===== src/rtl/xbar_pkg.sv =====
package xbar_pkg;
  localparam int NUM_PINS    = 32;
  localparam int SMALL_PINS  = 25;
  localparam int NUM_SIG     = 23;
  localparam int CODE_W      = $clog2(NUM_SIG + 1);
  localparam int NUM_CEX     = 5;
  localparam int TX0_PIN     = 4;
  localparam int RX0_PIN     = 5;
  // rank indices; source code = rank + 1
  localparam int S_TX0  = 0;
  localparam int S_RX0  = 1;
  localparam int S_SCK  = 2;
  localparam int S_MISO = 3;
  localparam int S_MOSI = 4;
  localparam int S_NSS  = 5;
  localparam int S_SDA  = 6;
  localparam int S_SCL  = 7;
  localparam int S_CMP  = 8;   // four comparator outputs from here
  localparam int S_SYSC = 12;
  localparam int S_CEX0 = 13;
  localparam int S_ECI  = 18;
  localparam int S_T0   = 19;
  localparam int S_T1   = 20;
  localparam int S_TX1  = 21;
  localparam int S_RX1  = 22;
  typedef logic [CODE_W-1:0] code_t;
endpackage


===== src/rtl/xbar_req_decode.sv =====
module xbar_req_decode
  import xbar_pkg::*;
(
  input  logic               spi_en,
  input  logic               spi_4wire,
  input  logic               smbus_en,
  input  logic [3:0]         cmp_en,
  input  logic               sysclk_en,
  input  logic [2:0]         pca_chan,
  input  logic               eci_en,
  input  logic [1:0]         tmr_en,
  input  logic               uart1_en,
  input  logic               small_pkg,
  output logic [NUM_SIG-1:0] req
);
  always_comb begin
    req          = '0;
    req[S_SCK]   = spi_en;
    req[S_MISO]  = spi_en;
    req[S_MOSI]  = spi_en;
    req[S_NSS]   = spi_en & spi_4wire;
    req[S_SDA]   = smbus_en;
    req[S_SCL]   = smbus_en;
    for (int c = 0; c < 4; c++) req[S_CMP + c] = cmp_en[c];
    req[S_SYSC]  = sysclk_en;
    for (int c = 0; c < NUM_CEX; c++) req[S_CEX0 + c] = (int'(pca_chan) > c);
    req[S_ECI]   = eci_en;
    req[S_T0]    = tmr_en[0];
    req[S_T1]    = tmr_en[1];
    req[S_TX1]   = uart1_en & ~small_pkg;
    req[S_RX1]   = uart1_en & ~small_pkg;
  end
endmodule


===== src/rtl/xbar_pin_avail.sv =====
module xbar_pin_avail
  import xbar_pkg::*;
(
  input  logic [NUM_PINS-1:0] skip_mask,
  input  logic                small_pkg,
  input  logic                uart0_en,
  output logic [NUM_PINS-1:0] free
);
  for (genvar p = 0; p < NUM_PINS; p++) begin : g_pin
    if (p >= SMALL_PINS) begin : g_hi
      assign free[p] = ~skip_mask[p] & ~small_pkg;
    end else if (p == TX0_PIN || p == RX0_PIN) begin : g_u0
      assign free[p] = ~skip_mask[p] & ~uart0_en;
    end else begin : g_std
      assign free[p] = ~skip_mask[p];
    end
  end
endmodule


===== src/rtl/xbar_alloc.sv =====
module xbar_alloc
  import xbar_pkg::*;
(
  input  logic [NUM_SIG-1:0]  req,
  input  logic [NUM_PINS-1:0] free,
  output code_t               code [NUM_PINS],
  output logic [NUM_SIG-1:0]  drop
);
  logic [NUM_PINS-1:0] open_q;
  logic                found;

  always_comb begin
    open_q = free;
    drop   = '0;
    found  = 1'b0;
    for (int p = 0; p < NUM_PINS; p++) code[p] = '0;
    for (int s = 0; s < NUM_SIG; s++) begin
      if (req[s]) begin
        found = 1'b0;
        for (int p = 0; p < NUM_PINS; p++) begin
          if (!found && open_q[p]) begin
            found     = 1'b1;
            open_q[p] = 1'b0;
            code[p]   = code_t'(s + 1);
          end
        end
        if (!found) drop[s] = 1'b1;
      end
    end
  end
endmodule


===== src/rtl/xbar_top.sv =====
module xbar_top
  import xbar_pkg::*;
(
  input  logic                       uart0_en,
  input  logic                       spi_en,
  input  logic                       spi_4wire,
  input  logic                       smbus_en,
  input  logic [3:0]                 cmp_en,
  input  logic                       sysclk_en,
  input  logic [2:0]                 pca_chan,
  input  logic                       eci_en,
  input  logic [1:0]                 tmr_en,
  input  logic                       uart1_en,
  input  logic [31:0]                skip_mask,
  input  logic                       small_pkg,
  output logic [32*CODE_W-1:0]       pin_src,
  output logic [31:0]                pin_periph,
  output logic [NUM_SIG-1:0]         sig_drop,
  output logic                       any_drop
);
  logic [NUM_SIG-1:0]  req;
  logic [NUM_PINS-1:0] free;
  code_t               walk_code [NUM_PINS];

  xbar_req_decode u_req (
    .spi_en(spi_en), .spi_4wire(spi_4wire), .smbus_en(smbus_en),
    .cmp_en(cmp_en), .sysclk_en(sysclk_en), .pca_chan(pca_chan),
    .eci_en(eci_en), .tmr_en(tmr_en), .uart1_en(uart1_en),
    .small_pkg(small_pkg), .req(req)
  );

  xbar_pin_avail u_avail (
    .skip_mask(skip_mask), .small_pkg(small_pkg),
    .uart0_en(uart0_en), .free(free)
  );

  xbar_alloc u_alloc (
    .req(req), .free(free), .code(walk_code), .drop(sig_drop)
  );

  for (genvar p = 0; p < NUM_PINS; p++) begin : g_out
    code_t final_code;
    if (p == TX0_PIN) begin : g_tx0
      assign final_code = uart0_en ? code_t'(S_TX0 + 1) : walk_code[p];
    end else if (p == RX0_PIN) begin : g_rx0
      assign final_code = uart0_en ? code_t'(S_RX0 + 1) : walk_code[p];
    end else begin : g_walk
      assign final_code = walk_code[p];
    end
    assign pin_src[p*CODE_W +: CODE_W] = final_code;
    assign pin_periph[p] = |final_code;
  end

  assign any_drop = |sig_drop;
endmodule


===== config.mk =====
export PLATFORM = sky130hd
export DESIGN_NAME = xbar_top
export DESIGN_NICKNAME = d
export VERILOG_FILES = /design/src/rtl/xbar_pkg.sv /design/src/rtl/xbar_req_decode.sv /design/src/rtl/xbar_pin_avail.sv /design/src/rtl/xbar_alloc.sv /design/src/rtl/xbar_top.sv
export SDC_FILE = /design/constraint.sdc
export NUM_CORES = 1
export LEC_CHECK = 0
export ABC_AREA = 1
export CAP_MARGIN = 20
export CORE_ASPECT_RATIO = 0.6
export CORE_MARGIN = 5
export CORE_UTILIZATION = 25
export DETAILED_ROUTE_END_ITERATION = 10
export GPL_TIMING_DRIVEN = 0
export PLACE_DENSITY = 0.47
export SLEW_MARGIN = 20
export SYNTH_ARGS = -nofsm -noshare
export SYNTH_HDL_FRONTEND = slang
export SYNTH_SLANG_ARGS = --single-unit

===== constraint.sdc =====
create_clock -name vclk -period 7.8
set_input_delay 0.78 -clock vclk [all_inputs]
set_output_delay 0.78 -clock vclk [all_outputs]
set_load 0.01 [all_outputs]

==> results of run 1 <==
[worst min-delay path: cells and delay by family]
kind,cells,cell delay [ns]
simple gates,1,0.21
buf+inv,2,0.70
[cells by family (layout without fill, tap and decap cells)]
| group | count (synthesis) | after routing |
|---|---|---|
| buf+inv | 672 | 1109 |
| simple gates | 2451 | 2451 |
| other cells | 1 | 4 |
| compound gates | 546 | 546 |
[area by class of cell]
type	instances	area [um^2]	share of cell area, %
diodes	2	5.00	0.0180
plain buffers	27	193	0.692
inverters	645	2460	8.83
multi-input cells	2999	20100	72.3
well taps	912	1140	4.10
repair buffers	437	3910	14.0
[cell usage after synthesis (all sizes together), types with 15 or more instances]
library cell	number	share of area, %
nand4	65	2.5
a21oi	145	4.5
nand2	1053	25
a31oi	18	0.66
nor4	40	1.5
a2111oi	21	1.1
inv	641	14
nand3	285	9.4
buf	15	0.65
o211ai	25	1.1
nor2	905	23
o2111ai	28	1.4
nor3	67	2.1
a211oi	25	1.1
o21ai	194	5.9
[how the worst max path moves through the flow]
stage	to	slack [ns]	depth (start not counted)
finish	pin_src[156]	-1.02	58
CTS	pin_periph[29]	-1.25	60
global placement	pin_periph[25]	-3.56	50
detailed placement	pin_periph[25]	-3.57	50
global route	pin_src[149]	-1.50	57
floorplan	pin_periph[31]	0.12	60
[metrics by stage]
step | hold slack, ns | std cells | cell area (um^2) | power, W
5_1_grt | 2.49 | 5022 | 27900 | 0.00260
4_1_cts | 2.52 | 4906 | 23200 | 0.00207
3_3_place_gp | 2.50 | 4838 | 20700 | 0.00188
3_5_place_dp | 2.49 | 4840 | 20700 | 0.00188
2_1_floorplan | 1.70 | 3671 | 17000 | 0.00102
6_report | 2.48 | 5022 | 27900 | 0.00246
[layer usage]
metal | vias up | share of wire, % | wire length [um]
met1 | 12000 | 52 | 49600
met5 | - | 0.0095 | 9
met3 | 56 | 9.1 | 8630
met2 | 931 | 37 | 35300
met4 | 2 | 1.2 | 1170
li1 | 12800 | - | -
[timing repair]
| action | in CTS | in global routing |
|---|---|---|
| gates resized for setup | 655 | 1052 |
| pin swaps | 125 | 219 |
| setup buffers | 66 | 113 |
| setup endpoints to repair | 173 | 147 |
[power breakdown]
part | switching (W) | internal, W | total (W) | leakage, nW
registers | 0 | 0 | 0 | 0
clock network | 0 | 0.0000000000344 | 0.0000000000344 | 0.0000127
logic | 0.00155 | 0.000907 | 0.00246 | 13.5
total | 0.00155 | 0.000907 | 0.00246 | 13.5
==> qor.yml, run 1 <==
viasPerCell: 5.14
initial_core_util_pct: 25.1
min_to: "pin_src[26]"
die_h_um: 212
netlist_instances: 3670
end_kind: "output pin"
power-per-cell-area_nw_per_um2: 88.2
post-route-period-util_pct: 113
use_met3_pct: 4.20
syn_area_um2: 17000
grt_use_met2_pct: 29.0
status: "complete, but fails checks"
rsz0062_at_grt: "yes"
synth-compound-area-share_pct: 20.2
ys_warn_count: 0
first_global_vias: 21400
drcViolationCount: 0
muxShareOfSynthArea_pct: 0
yosys.area_share.xor_xnor_pct: 0
finalWorstSetupSlack_ns: -1.02
startpoint_type: "input pin"
arrival_ns: 8.04
fillers: 7387
cap_violations: 0
fin_util_pct: 41.2
p_leak_nw: 13.5
grt_usage_pct: 23.0
cp_slowest_stage_delay_ns: 0.29
io_pins: 265
io_buffers: 255
die_area_um2: 73300
preCtsSetupSlack_ns: -3.57
busiest_layer: "met1"
tns_ns: -45.48
dpl.hpwl_um: 77800
final_hold_viol_count: 0
grt_overflow: 0
antenna_found_initial: 3
ctsHoldBuffers: 0
vias: 25800
max_freq_mhz: 113
seq_area_frac_synth_pct: 0
maxSlewHeadroom_pct: 18.1
critPathBufInv: 9
final_common_cell: "nand2_1"
violations: "negative setup slack"
worstMarginPinSlew_ns: 1.20
syn_to_final_growth_pct: 64.2
coreArea_um2: 67600
drt-initial-drc-count: 2517
cp_top_family: "simple AND/OR/NAND/NOR gates"
register_area_um2: 0
hp-start: "uart0_en"
nClkBuffers: 0
synth_top_family_by_area: "simple AND/OR/NAND/NOR gates"
fin_crit_ns: 8.82
hp-class: "input pin to output pin"
dr.pass1.iters: 6
ant_nets: 0
crit_path_frequent_cell: "nor2_4"
vdd_drop_max_uv: 154
path_max_fanout: 10
wire_per_inst_um: 18.9
die_w_um: 346
worst_ep_required_time_ns: 7.02
grt_pass1_wl_um: 132000
syn_avg_cell_area_um2: 4.62
grt_util_met1_pct: 39.4
nFlopsAndLatches: 0
placementRows: 74
synthSimpleGateAreaFrac_pct: 64.6
place.gp.congestion: 0.981
final_net_count: 4159
drv_slew: 0
final_cell_mix: "nand2_1, inv_1, nor2_1"
synthAdderAreaFrac_pct: 0
setup-violations-final: 85
worstSetupPathType: "input pin to output pin"
routed_wirelength_um: 94700
whs_path_depth: 3
critPathSlowestCell: "dlygate4sd2_1"
grt_max_degree: 11
synth_cell_types: 67
timing.critical_path.from: "spi_en"
drive_gt1_share_pct: 38.9
(Power assumes the default switching activity.)
==> inputs of run 2 (changes only) <==
--- a/config.mk
+++ b/config.mk
@@ -13,7 +13,7 @@
 export DETAILED_ROUTE_END_ITERATION = 10
 export GPL_TIMING_DRIVEN = 0
 export PLACE_DENSITY = 0.47
-export SLEW_MARGIN = 20
+export SLEW_MARGIN = 5
 export SYNTH_ARGS = -nofsm -noshare
 export SYNTH_HDL_FRONTEND = slang
 export SYNTH_SLANG_ARGS = --single-unit
==> run 2 against run 1 <==
  * The flow still finishes with violations (negative setup slack)
  * Cell area up 6.9%
  * Global-route usage up 1.6 points
  * Core utilization up 2.8 points
  * First-iteration DRC count up 11%
  * Maximum frequency up 0.89%
  * Critical path type unchanged
  * Largest power group unchanged
  * Highest routed layer unchanged
==> qor.yml, run 2 (synthesis results as in run 1) <==
status: "complete, but fails checks"  # unchanged
violations: "negative setup slack"  # unchanged
viasPerCell: 5.18  # was 5.14
register_area_um2: 0  # unchanged
routed_wirelength_um: 99100  # was 94700 um
drive_gt1_share_pct: 44.6  # was 38.9%
placementRows: 74  # unchanged
antenna_found_initial: 7  # was 3
grt_usage_pct: 24.5  # was 23.0%
coreArea_um2: 67600  # unchanged
finalWorstSetupSlack_ns: -0.942  # was -1.02 ns
p_int_w: 0.000942  # was 0.000907 W
hp-class: "input pin to output pin"  # unchanged
cp_slowest_stage_delay_ns: 0.25  # was 0.29 ns
post-route-period-util_pct: 112  # was 113%
worst_ep_required_time_ns: 7.02  # about the same
arrival_ns: 7.96  # was 8.04 ns
critPathBufInv: 8  # was 9
timing.hold.ws_ns: 2.42  # was 2.48 ns
syn_to_final_growth_pct: 75.5  # was 64.2%
io_pins: 265  # unchanged
grt_max_degree: 11  # unchanged
switching_share_pct: 62.9  # was 63.1%
place.gp.congestion: 0.981  # unchanged
power-per-cell-area_nw_per_um2: 85.3  # was 88.2 nW/um^2
dpl.hpwl_um: 77800  # about the same
drv_slew: 0  # unchanged
die_w_um: 346  # unchanged
final_hold_viol_count: 0  # unchanged
cap_violations: 0  # unchanged
vias: 27100  # was 25800
cp_top_family: "simple AND/OR/NAND/NOR gates"  # unchanged
die_area_um2: 73300  # unchanged
final_common_cell: "nand2_1"  # unchanged
clkPwrFrac_pct: 0  # about the same
nFlopsAndLatches: 0  # unchanged
crit_path_frequent_cell: "nor2_4"  # unchanged
max_freq_mhz: 114  # was 113 MHz
drcViolationCount: 0  # unchanged
nClkBuffers: 0  # unchanged
hp-start: "uart0_en"  # unchanged
path_depth: 59  # was 58
fillers: 7153  # was 7387
final_net_count: 4353  # was 4159
io_buffers: 255  # unchanged
combinationalPowerShare_pct: 100.0  # about the same
setup-violations-final: 77  # was 85
worstSetupPathType: "input pin to output pin"  # unchanged
worstMarginPinSlew_ns: 1.26  # was 1.20 ns
grt_pass1_wl_um: 143000  # was 132000 um
fin_crit_ns: 8.74  # was 8.82 ns
dr.pass1.iters: 5  # was 6
final_cell_mix: "nand2_1, inv_1, nor2_1"  # unchanged
min_to: "pin_src[26]"  # unchanged
p_seq_share_pct: 0  # about the same
rsz0062_at_grt: "yes"  # unchanged
startpoint_type: "input pin"  # unchanged
die_h_um: 212  # unchanged
p_sw_w: 0.00160  # was 0.00155 W
initial_core_util_pct: 25.1  # unchanged
wire_per_inst_um: 19.0  # was 18.9 um
maxSlewHeadroom_pct: 13.5  # was 18.1%
vdd_drop_max_uv: 134  # was 154 uV
grt_overflow: 0  # unchanged
first_global_vias: 23700  # was 21400
power_w: 0.00254  # was 0.00246 W
whs_path_depth: 3  # unchanged
end_kind: "output pin"  # unchanged
ant_nets: 0  # unchanged
drt-initial-drc-count: 2803  # was 2517
critPathSlowestCell: "buf_4"  # was dlygate4sd2_1
p_leak_nw: 14.5  # was 13.5 nW
path_max_fanout: 7  # was 10
-- run 2: cell count changes in the layout (fill, tap and decap cells not counted), sizes merged --
cell           previous run  this run
buf                     216       447
clkdlybuf4s50           188       145
clkbuf                   18        26
dlymetal6s2s             23        16
diode                     2         6
dlygate4sd2              16        20
clkdlybuf4s18             0         1
-- run 2: how the worst max path moves through the flow --
| stage | from | endpoint | slack, ns |
|---|---|---|---|
| 2_1_floorplan | spi_en | pin_periph[31] | 0.12 |
| 3_3_place_gp | pca_chan[1] | pin_periph[25] | -3.56 |
| 3_5_place_dp | pca_chan[1] | pin_periph[25] | -3.52 |
| 4_1_cts | skip_mask[4] | pin_periph[25] | -0.69 |
| 5_1_grt | spi_en | pin_periph[31] | -1.39 |
| 6_report | spi_en | pin_periph[31] | -0.94 |
-- run 2: layout make-up --
class,instances,area [um^2],share of cell area (%)
Multi-Input combinational cell,2999,20600,69.3
Timing Repair Buffer,631,5290,17.8
Inverter,645,2490,8.36
Tap cell,912,1140,3.83
Buffer,27,191,0.643
Antenna cell,6,15.0,0.0504
-- run 2: repair_timing --
action | 4_1_cts | 5_1_grt
gates resized for setup | 1570 | 488
pin swaps | 328 | 230
gates cloned | 0 | 0
setup endpoints to repair | 174 | 138
buffers inserted | 285 | 85
hold buffers | 0 | 0
-- run 2: power by group through the flow --
stage               clock network (W)  logic (W)  registers, W
floorplan                           0    0.00102             0
global placement                    0    0.00188             0
detailed placement                  0    0.00188             0
CTS                                 0    0.00236             0
global route           0.000000000103    0.00269             0
finish                 0.000000000103    0.00254             0
-- run 2: metal layers --
layer  wire [um]  GRT usage [%]
met3        9590           4.03
met4        2300           4.12
met2       37300           32.5
met5          13              0
met1       49900           40.4
-- run 2: per-stage QoR --
stage          instances  worst slack, ns  setup TNS (ns)  util [%]  area, um^2
2_1_floorplan       3671            0.118               0         -       17000
3_3_place_gp        4838            -3.56         -300.53      30.6       20700
3_5_place_dp        4843            -3.52         -295.18      30.6       20700
4_1_cts             5128           -0.690          -21.80      40.7       27500
5_1_grt             5220            -1.39          -76.01      44.0       29800
6_report            5220           -0.942          -37.87      44.0       29800
